<file path="config.mk">
export PLATFORM = sky130hd
export DESIGN_NAME = cnv_stat_reg
export DESIGN_NICKNAME = d
export VERILOG_FILES = /design/src/rtl/cnv_stat_pkg.sv /design/src/rtl/cnv_stat_bus_dec.sv /design/src/rtl/cnv_stat_evt_map.sv /design/src/rtl/cnv_stat_flag_cell.sv /design/src/rtl/cnv_stat_irq.sv /design/src/rtl/cnv_stat_reg.sv
export SDC_FILE = /design/constraint.sdc
export NUM_CORES = 1
export LEC_CHECK = 0
export BUFFER_PORTS_ARGS = -buffer_cell sky130_fd_sc_hd__buf_4
export CAP_MARGIN = 20
export CORE_MARGIN = 8
export CORE_UTILIZATION = 29
export CTS_BUF_LIST = sky130_fd_sc_hd__clkbuf_16
export CTS_CLUSTER_DIAMETER = 30
export DETAILED_ROUTE_END_ITERATION = 10
export HOLD_SLACK_MARGIN = 0.15
export PLACE_DENSITY = 0.84
export SLEW_MARGIN = 20
export SYNTH_ARGS = -nofsm -noshare
export SYNTH_HDL_FRONTEND = slang
export SYNTH_SLANG_ARGS = --single-unit
</file>
<file path="constraint.sdc">
create_clock -name clk -period 1.7 [get_ports clk]
set_input_delay 0.17 -clock clk [delete_from_list [all_inputs] [get_ports clk]]
set_output_delay 0.17 -clock clk [all_outputs]
set_load 0.1 [all_outputs]
</file>
<file path="src/rtl/cnv_stat_pkg.sv">
// Shared constants for the converter status register.
// Assumes the bit positions below are the software-visible layout.
package cnv_stat_pkg;
    localparam int unsigned NFLAG     = 6;
    localparam int unsigned B_WINDOW  = 0;
    localparam int unsigned B_REG_EOC = 1;
    localparam int unsigned B_INJ_EOC = 2;
    localparam int unsigned B_INJ_STA = 3;
    localparam int unsigned B_REG_STA = 4;
    localparam int unsigned B_OVR     = 5;
    typedef logic [NFLAG-1:0] flag_vec_t;
endpackage

</file>
<file path="src/rtl/cnv_stat_bus_dec.sv">
// Decodes a bus access into a full-word write hit, a read hit and a byte mask.
// Assumes one access per cycle and that bus_addr is a byte offset.
module cnv_stat_bus_dec #(
    parameter int unsigned ADDR_W  = 4,
    parameter int unsigned DATA_W  = 32,
    parameter int unsigned REG_OFS = 0,
    localparam int unsigned BE_W   = DATA_W / 8
) (
    input  logic              sel,
    input  logic              we,
    input  logic [ADDR_W-1:0] addr,
    input  logic [BE_W-1:0]   be,
    output logic              wr_full,
    output logic              wr_hit,
    output logic              rd_hit,
    output logic [DATA_W-1:0] byte_mask
);
    logic ofs_match;

    // Compare the access offset with the register offset.
    always_comb begin
        ofs_match = (addr == ADDR_W'(REG_OFS));
    end

    // Classify the access: full-word write, register write hit, register read.
    always_comb begin
        wr_full = sel && we && (&be);
        wr_hit  = wr_full && ofs_match;
        rd_hit  = sel && !we && ofs_match;
    end

    // Expand byte enables into a bit mask for read data.
    for (genvar g = 0; g < BE_W; g++) begin : g_mask
        assign byte_mask[g*8 +: 8] = {8{be[g]}};
    end
endmodule

</file>
<file path="src/rtl/cnv_stat_evt_map.sv">
// Maps hardware event pulses onto per-flag set requests.
// Applies overrun gating and end-of-conversion source selection.
module cnv_stat_evt_map
    import cnv_stat_pkg::*;
(
    input  logic      evt_reg_start,
    input  logic      evt_inj_start,
    input  logic      evt_conv_done,
    input  logic      evt_seq_done,
    input  logic      evt_inj_grp_done,
    input  logic      evt_window,
    input  logic      evt_overrun,
    input  logic      mode_dma,
    input  logic      mode_eoc_seq,
    output flag_vec_t set_req
);
    logic ovr_armed;
    logic eoc_src;

    // Overrun detection runs only in DMA or per-sequence mode.
    always_comb begin
        ovr_armed = mode_dma || mode_eoc_seq;
    end

    // Pick the end-of-conversion source by mode.
    always_comb begin
        eoc_src = mode_eoc_seq ? evt_seq_done : evt_conv_done;
    end

    // Assemble the set vector in register bit order.
    always_comb begin
        set_req            = '0;
        set_req[B_WINDOW]  = evt_window;
        set_req[B_REG_EOC] = eoc_src;
        set_req[B_INJ_EOC] = evt_inj_grp_done;
        set_req[B_INJ_STA] = evt_inj_start;
        set_req[B_REG_STA] = evt_reg_start;
        set_req[B_OVR]     = evt_overrun && ovr_armed;
    end
endmodule

</file>
<file path="src/rtl/cnv_stat_flag_cell.sv">
// One sticky status flag: set by hardware, cleared by request; set wins.
// Assumes set and clear are single-cycle qualified pulses.
module cnv_stat_flag_cell (
    input  logic clk,
    input  logic rst_n,
    input  logic set,
    input  logic clr,
    output logic q
);
    // Hold the flag; a same-cycle set overrides a clear.
    always_ff @(posedge clk) begin
        if (!rst_n) begin
            q <= 1'b0;
        end else if (set) begin
            q <= 1'b1;
        end else if (clr) begin
            q <= 1'b0;
        end
    end
endmodule

</file>
<file path="src/rtl/cnv_stat_irq.sv">
// Combines registered flags with per-flag enables into one request.
// Assumes flags come straight from registers, so irq is glitch-free per cycle.
module cnv_stat_irq
    import cnv_stat_pkg::*;
(
    input  flag_vec_t flags,
    input  flag_vec_t en,
    output logic      irq
);
    // Request when any enabled flag is raised.
    always_comb begin
        irq = |(flags & en);
    end
endmodule

</file>
<file path="src/rtl/cnv_stat_reg.sv">
// Converter status register: six sticky event flags, write-zero-to-clear,
// data-read clear of the regular end-of-conversion flag, gated overrun,
// interrupt request. Assumes a single-cycle, zero-wait bus.
module cnv_stat_reg
    import cnv_stat_pkg::*;
#(
    parameter int unsigned ADDR_W  = 4,
    parameter int unsigned DATA_W  = 32,
    parameter int unsigned REG_OFS = 0,
    localparam int unsigned BE_W   = DATA_W / 8
) (
    input  logic              clk,
    input  logic              rst_n,
    input  logic              bus_sel,
    input  logic              bus_we,
    input  logic [ADDR_W-1:0] bus_addr,
    input  logic [BE_W-1:0]   bus_be,
    input  logic [DATA_W-1:0] bus_wdata,
    output logic [DATA_W-1:0] bus_rdata,
    output logic              wr_full,
    input  logic              evt_reg_start,
    input  logic              evt_inj_start,
    input  logic              evt_conv_done,
    input  logic              evt_seq_done,
    input  logic              evt_inj_grp_done,
    input  logic              evt_window,
    input  logic              evt_overrun,
    input  logic              mode_dma,
    input  logic              mode_eoc_seq,
    input  logic              dr_rd,
    input  logic [NFLAG-1:0]  irq_en,
    output logic [NFLAG-1:0]  stat_flags,
    output logic              irq
);
    logic              wr_hit;
    logic              rd_hit;
    logic [DATA_W-1:0] byte_mask;
    flag_vec_t         set_req;
    flag_vec_t         clr_req;
    flag_vec_t         flag_q;
    logic              unused_wdata_hi;

    cnv_stat_bus_dec #(
        .ADDR_W (ADDR_W),
        .DATA_W (DATA_W),
        .REG_OFS(REG_OFS)
    ) u_dec (
        .sel      (bus_sel),
        .we       (bus_we),
        .addr     (bus_addr),
        .be       (bus_be),
        .wr_full  (wr_full),
        .wr_hit   (wr_hit),
        .rd_hit   (rd_hit),
        .byte_mask(byte_mask)
    );

    cnv_stat_evt_map u_map (
        .evt_reg_start   (evt_reg_start),
        .evt_inj_start   (evt_inj_start),
        .evt_conv_done   (evt_conv_done),
        .evt_seq_done    (evt_seq_done),
        .evt_inj_grp_done(evt_inj_grp_done),
        .evt_window      (evt_window),
        .evt_overrun     (evt_overrun),
        .mode_dma        (mode_dma),
        .mode_eoc_seq    (mode_eoc_seq),
        .set_req         (set_req)
    );

    // Reserved write bits carry no meaning.
    assign unused_wdata_hi = ^bus_wdata[DATA_W-1:NFLAG];

    // Build clear requests: zero-written bits, plus data-read for regular EOC.
    always_comb begin
        clr_req = wr_hit ? ~bus_wdata[NFLAG-1:0] : '0;
        clr_req[B_REG_EOC] = clr_req[B_REG_EOC] || dr_rd;
    end

    // One sticky cell per flag.
    for (genvar f = 0; f < NFLAG; f++) begin : g_flag
        cnv_stat_flag_cell u_cell (
            .clk  (clk),
            .rst_n(rst_n),
            .set  (set_req[f]),
            .clr  (clr_req[f]),
            .q    (flag_q[f])
        );
    end

    cnv_stat_irq u_irq (
        .flags(flag_q),
        .en   (irq_en),
        .irq  (irq)
    );

    // Present flags; reserved bits, unselected bytes and other offsets read zero.
    always_comb begin
        bus_rdata = '0;
        if (rd_hit) begin
            bus_rdata = {{(DATA_W-NFLAG){1'b0}}, flag_q} & byte_mask;
        end
    end

    assign stat_flags = flag_q;
endmodule

</file>
==> results of run 1 <==
worst max-delay path by stage:
stage	end	slack (ps)
after floorplan	bus_rdata[0]	90
after global placement	bus_rdata[4]	-0.05
after detailed placement	bus_rdata[1]	-20
after CTS	bus_rdata[1]	30
after global routing	bus_rdata[3]	-20
final	bus_rdata[3]	50
repair_timing:
item	in CTS	in global routing
endpoints found under the hold margin	0	0
endpoints found under the setup margin	6	6
gates cloned	0	0
resized for setup	6	12
pin swaps	0	1
cell type report:
| cell class | instances | area, µm² |
|---|---|---|
| well taps | 27 | 33.8 |
| repair buffers | 48 | 435 |
| multi-input cells | 64 | 342 |
| fillers | 197 | 956 |
| flip-flops and latches | 6 | 120 |
| clock buffers | 3 | 75.1 |
layout by cell type, fill, tap and decap left out:
| master | n |
|---|---|
| nor2_2 | 1 |
| nand4_1 | 1 |
| nand3_1 | 1 |
| clkbuf_16 | 3 |
| or4_4 | 1 |
| o21a_1 | 1 |
| a21oi_1 | 6 |
| mux2_2 | 1 |
| a22oi_1 | 3 |
| and2_2 | 6 |
| o21ai_0 | 6 |
| buf_4 | 42 |
| nor2_1 | 6 |
| conb_1 | 26 |
| nand2_1 | 2 |
| buf_12 | 6 |
| nor2b_1 | 1 |
| nor3_4 | 2 |
| dfxtp_1 | 6 |
metrics by stage:
stage	power, mW	util (%)	hold slack (ps)
global placement	0.631	43.6	428
floorplan	0.603	-	308
global route	1.05	51.3	211
CTS	1.02	48.6	201
finish	1.01	51.3	202
detailed placement	0.636	43.6	435
kinds of logic after synthesis:
family,count (synthesis),share of synthesized area [%]
buf+inv,32,40.2
compound gates,16,15.1
simple gates,21,22.2
other cells,1,0.627
mux,1,1.88
flops,6,20.1
worst register-to-register path, cell delays in order (launching register included):
cell and delay, ps:
dfxtp_1 320, nor2b_1 130, o21ai_0 150, a21oi_1 60
metal layers:
layer	GRT usage [%]	vias to the layer above
li1	-	288
met1	8.72	277
met2	21.2	41
met3	4.59	2
met4	4.87	0
met5	0	-
where the power goes:
group | total [mW] | switching, mW | leakage [nW] | internal [mW]
Combinational | 0.475 | 0.394 | 0.432 | 0.0819
Sequential | 0.163 | 0.0109 | 0.0503 | 0.152
Clock | 0.375 | 0.0741 | 0.0370 | 0.301
Total | 1.01 | 0.479 | 0.519 | 0.536
synth_stat cells:
cell     number
o21ai_0       6
nor2b_1       1
nand3_1       1
a22oi_1       3
dfxtp_1       6
nor2_1        7
mux2_2        1
or4_4         1
and2_1        6
a21oi_1       6
o21a_1        1
nand2_1       2
nor3_4        2
nand4_1       1
conb_1        1
buf_4        32
==> results.md, run 1 <==
- The minimum clock period after layout is 1650 ps.
- The post-synthesis instance area is 598 µm².
- Counting buffers and inverters, the worst setup path is 5 cells deep.
- Tracing the worst setup path back leads to its startpoint at bus_addr[3].
- In the synthesized netlist, the number of instances is 77.
- The initial antenna violation count came to 0.
- The routed wire length per instance is 14.4 µm.
- The cell at the root of the clock tree is clkbuf_16.
- The flow ran to the end, and the final reports show no timing, DRC or antenna violations.
- Once placement finished, the instance area stood at 856 µm².
- The overall track demand over capacity in global routing is 10.7%.
- The final route contains 608 vias.
- Compared with the post-synthesis result, the final layout area differs by 68.2%.
- Setup repair after global routing could not meet its margin everywhere.
- The floorplan step set the die width to 61.4 µm.
- The number of global-route vias before repair is 644.
- The number of buffers added to fix hold violations after cts is 0.
- The global-route congestion overflow total is 0.
- The classification of the worst setup path is in2out.
- For the worst flop-to-flop path, the logic depth is 3.
- The congestion estimate from routability-driven global placement came to 0.699.
- After detailed routing, no signal wire sits above met4.
- The max-capacitance violation count is 0.
- The final setup violation count is 0.
- The data required time at the worst endpoint is 1530 ps.
- The insertion delay of the later-clocked pin in the worst-skew pair is 220 ps.
- Counting the buffers created by CTS gives 3.
- After floorplanning, the core was divided into 16 placement rows.
- The cell count after placement is 145.
- The count of boundary I/O pins is 100.
- The initial utilization of the core area, before any placement, comes to 30.5%.
- The number of DRC markers in iteration 0 is 9.
- The number of design rule violations left after detail routing is 0.
- The first-pass GRT wire length is 2.87 mm.
- The antenna cell count is 0.
- The height of the die is 61.4 µm.
- In this run the number of H-tree levels came out at 1.
- Together, buffers and inverters on the worst path number 2.
- The leakage power summed over all cells is 0.519 nW.
- For the final routed database, the setup TNS stands at 0 ps.
- The largest registers in the layout are g_flag.u_cell.q x6.
- The top fanout value on the critical path is 6.
- The flip-flop and latch count after synthesis is 6.
- Counting every sink on the clock net gives 6.
- The netlist uses 16 different library cells.
- Based on the critical path, the design can be clocked at up to 0.605 GHz.
- The cell with the largest stage delay on the worst path is or4_4.
- The worst setup slack after placement is -20.3 ps.
- The type of origin of the critical path is an input pin.
- The first detailed-routing pass took 4 iterations.
- The type of destination of the critical path is an output port.
- The largest single stage delay on the critical path is 550 ps.
- Entering global routing, the biggest net connects 7 pins.
- Counting along the longest clock path gives a buffer depth of 2.
- The CTS tree is done.
- The startpoint identified for the worst register-to-register timing path is g_flag[1].u_cell.q.
- The critical path arrival is 1480 ps.
- The half-perimeter wire length of the detailed placement result is 1.81 mm.
- Between clock sinks in the finished design, the worst skew comes to 0 ps.
- The start point of the worst hold path is bus_wdata[3].
- Across the VDD grid, the largest voltage drop is 0.757 mV.
- By area the synthesized netlist is led by buf_4 (40%), dfxtp_1 (20%), and2_1 (6.3%).
- The routed wire length is 2.14 mm.
- Post-CTS timing repair inserted 0 buffers for setup.
- The category of cells accounting for the largest share of critical-path delay is simple AND/OR/NAND/NOR gates.
- Dividing the detail-routed via count by the number of cells gives 4.11.
- The number of max-slew violations in the final report is 0.
- Dividing the synthesized area by the synthesized cell count gives 7.77 µm².
- The critical path goes through buf_4, or4_4, nor3_4, and2_2, buf_12.
- In this run the power density over the cells is 1010 mW/mm².
- The total non-filler cell area in the finished layout is 0.00101 mm².
- The count of nets after finishing is 183.
- Summed over all nets, wire length on met2 after detailed routing comes to 1.20 mm.
- The sum of met3 wire segment lengths after detailed routing is 335 µm.
- The floorplan step defined a die boundary enclosing 0.00377 mm².
- Port buffering added 47 buffers.
- The final instance count without filler cells is 148.
- The detail route stage leaves a number of antenna-violating nets equal to 0.
- The final worst setup slack is 47.8 ps.
- The capture point of the worst reg-to-reg path is g_flag[1].u_cell.q.
- The largest total area in the synthesized netlist belongs to buf_4.
- The worst hold path was traced through 3 stages.
- The area of the core is 0.00196 mm².
- Cells with a size suffix above 1 make up 51.2% of the layout.
- Clock-pin slew was measured on the worst setup and hold paths at 30 ps.
- The min-delay analysis places its worst path in the category in2reg.
- Summing the sequential cell areas from Yosys gives 20.1% of the chip area.
- The endpoint of the worst hold path is g_flag[3].u_cell.q.
- The register ranked first by flip-flop count is g_flag.u_cell.q.
- After layout, the worst path uses 97.2% of the clock period.
- The length of routed wiring on met1 is 592 µm.
- The count of final hold-check violations is 0.
- The Yosys step of the flow raised 0 warnings.
- The fraction of post-synthesis cell area in the top cell type by area is 40.2%.
- The reg2reg setup slack is 910 ps.
- The register with the most flip-flops in the layout has 6 of them.
Note: power is estimated with default switching activity, not from simulation.
==> inputs of run 2 (changes only) <==
Settings changed: MAX_ROUTING_LAYER set to met4, RECOVER_POWER set to 100.
==> run 2 against run 1 <==
  * Count of clock-buffer cells in the layout unchanged
  * Hold slack about the same
  * Non-clock buffer count unchanged
==> results.md, run 2 (synthesis gave the netlist of run 1 again) <==
- The cell at the root of the clock tree is clkbuf_16.
- The total chip power is 1.00 mW (-0.93%).
- More flip-flops sit in one register than any other, and that register is g_flag.u_cell.q.
- The number of buffers added on ports was 47 (unchanged).
- The number of buffers inserted during clock tree synthesis is 3 (unchanged).
- The half-perimeter wire length of the detailed placement result was 1.81 mm (unchanged).
- The final worst setup slack was 49.0 ps (+1.18 ps).
- The CTS tree is done.
- The cell count after placement came to 145 (unchanged).
- The count of nets after finishing is 183 (unchanged).
- The fraction of layout instances using a drive strength above 1 is 51.2% (unchanged).
- The overall track demand over capacity in global routing is 11.0% (+0.30 points).
- The maximum frequency from static timing analysis is 0.606 GHz (about the same).
- The kind of path behind the tightest hold check is in2reg.
- The highest routing layer actually used is met4.
- The sum of met3 wire segment lengths after detailed routing is 333 µm (-0.60%).
- The final standard cell utilization of the core came to 49.9% (-1.3 points).
- The clock net sink count is 6 (unchanged).
- The final cycle utilization of the critical path is 97.1% (about the same).
- The worst-case vdd ir drop is 0.754 mV (-0.35%).
- The type of origin of the critical path is an input pin.
- The detailed-routed wire length on met2 was 1.20 mm (unchanged).
- The final setup violation count is 0 (unchanged).
- The area of the core is 0.00196 mm² (unchanged).
- The total non-filler cell area in the finished layout is 980 µm² (-2.6%).
- The ratio of total power to cell area is 1030 mW/mm² (+1.7%).
- The length of routed wiring on met1 is 600 µm (+1.4%).
- The die footprint was 0.00377 mm² (unchanged).
- The total number of placement rows was 16 (unchanged).
- The initial antenna violation count is 0 (unchanged).
- The insertion delay of the later-clocked pin in the worst-skew pair came to 220 ps (about the same).
- The normalized max-slew margin is 63.3%.
- The largest clock skew in the final design is 0 ps (unchanged).
- The global-route congestion overflow total is 0 (unchanged).
- The remaining number of nets flagged by the antenna check after routing is 0 (unchanged).
- For this design, the slowest cell found on the critical path is or4_4.
- The height of the die came to 61.4 µm (unchanged).
- The first-pass GRT wire length came to 2.86 mm (-0.24%).
- The total via count in the routed design is 610 (+0.33%).
- The count of boundary I/O pins is 100 (unchanged).
- The starting density of the core came to 30.5% (unchanged).
- The routed wire length is 2.14 mm (+0.28%).
- The flow ran to the end, and the final reports show no timing, DRC or antenna violations.
- Traced cell by cell, the critical path runs through buf_4, or4_4, nor3_4, and2_2, buf_12.
- The leakage power summed over all cells is 0.503 nW (-3.2%).
- The number of optimization iterations in the first detailed-route pass was 4 (unchanged).
- The number of global-route vias before repair is 644 (unchanged).
- The minimum clock period after layout came to 1650 ps (-1.18 ps).
- The number of setup buffers added after CTS is 0 (unchanged).
- The maximum count of clock buffers along a single path is 2 (unchanged).
- The number of buffer and inverter instances along the worst setup path is 2 (unchanged).
- The type of destination of the critical path is an output port.
- The most common cell after layout, fill and taps aside is buf_4.
- The classification of the worst setup path is in2out.
- The post-CTS clock slew at the launch and capture registers of the worst setup and hold paths is 30 ps (about the same).
- The count of final hold-check violations is 0 (unchanged).
- In the layout the commonest cells are buf_4 (34), conb_1 (26), clkbuf_2 (8).
- The routed wire length per instance is 14.5 µm (+0.28%).
- The maximum number of pins on one net before global-route repair is 7 (unchanged).
- The top fanout value on the critical path came to 6 (unchanged).
- The data required time at the worst endpoint is 1530 ps (about the same).
- The area overhead of the layout relative to synthesis is 63.8%.
- The H-tree level count is 1 (unchanged).
- The max-capacitance violation count is 0 (unchanged).
- The flip-flop count of the largest register after layout is 6 (unchanged).
- The actual transition at the worst max-transition pin is 553 ps.
- The number of max-slew violations in the final report came to 0 (unchanged).
- The horizontal die dimension is 61.4 µm (unchanged).
- The category of cells accounting for the largest share of critical-path delay is simple AND/OR/NAND/NOR gates.
- The placer congestion estimate was 0.707 (+1.1%).
- The critical path arrival is 1480 ps (about the same).
- The hold slack is 202 ps (+0.0140 ps).
- In the final layout, the registers with the most flip-flops are g_flag.u_cell.q x6.
- The sum of negative setup slack is 0 ps (unchanged).
- The antenna cell count is 0 (unchanged).
- The placement-stage cell area is 856 µm² (unchanged).
- The final instance count without filler cells came to 148 (unchanged).
- The number of design rule violations left after detail routing is 0 (unchanged).
- The largest stage delay on the critical path came to 550 ps (about the same).
- The via count normalized by instance count is 4.12 (+0.33%).
- Setup repair after global routing could not meet its margin everywhere.
- The worst setup slack after placement came to -20.3 ps (unchanged).
- The number of DRC markers in iteration 0 is 9 (unchanged).
run 2: area by class of cell:
cell class                 count  area (µm²)
timing repair buffer          48         415
tap                           27        33.8
multi-input combinational     64         335
clock buffer                   3        75.1
fill                         201         982
sequential                     6         120
run 2: power by group:
group | leakage, nW | internal (mW) | total, mW | switching [mW]
sequential | 0.0503 | 0.152 | 0.163 | 0.0108
combinational | 0.415 | 0.0734 | 0.466 | 0.393
clock | 0.0370 | 0.301 | 0.376 | 0.0741
run 2: layer usage:
| layer | vias to the layer above | track usage [%] |
|---|---|---|
| li1 | 288 | - |
| met2 | 41 | 21.2 |
| met4 | 0 | 4.87 |
| met5 | - | - |
| met3 | 2 | 4.38 |
| met1 | 279 | 8.83 |
run 2: tightest hold or removal path, delay by kind of cell:
kind | cells | cell delay, ps
AO/OA/AOI/OAI | 1 | 110
AND/OR/NAND/NOR | 1 | 30
buffers and inverters | 1 | 80
run 2: what timing repair did:
action / 4_1_cts / 5_1_grt
hold buffers: 0 / 0
endpoints found under the hold margin: 0 / 0
pin swaps: 0 / 1
setup endpoints to repair: 6 / 6
resized for setup: 6 / 12
run 2: path summary, 6_finish.rpt:
kind / from / to / slack [ps] / cells past startpoint
max reg2reg: g_flag[1].u_cell.q / g_flag[1].u_cell.q / 900 / 3
max: bus_addr[3] / bus_rdata[3] / 50 / 5
min: bus_wdata[3] / g_flag[3].u_cell.q / 200 / 3
min reg2reg: g_flag[2].u_cell.q / g_flag[2].u_cell.q / 580 / 2
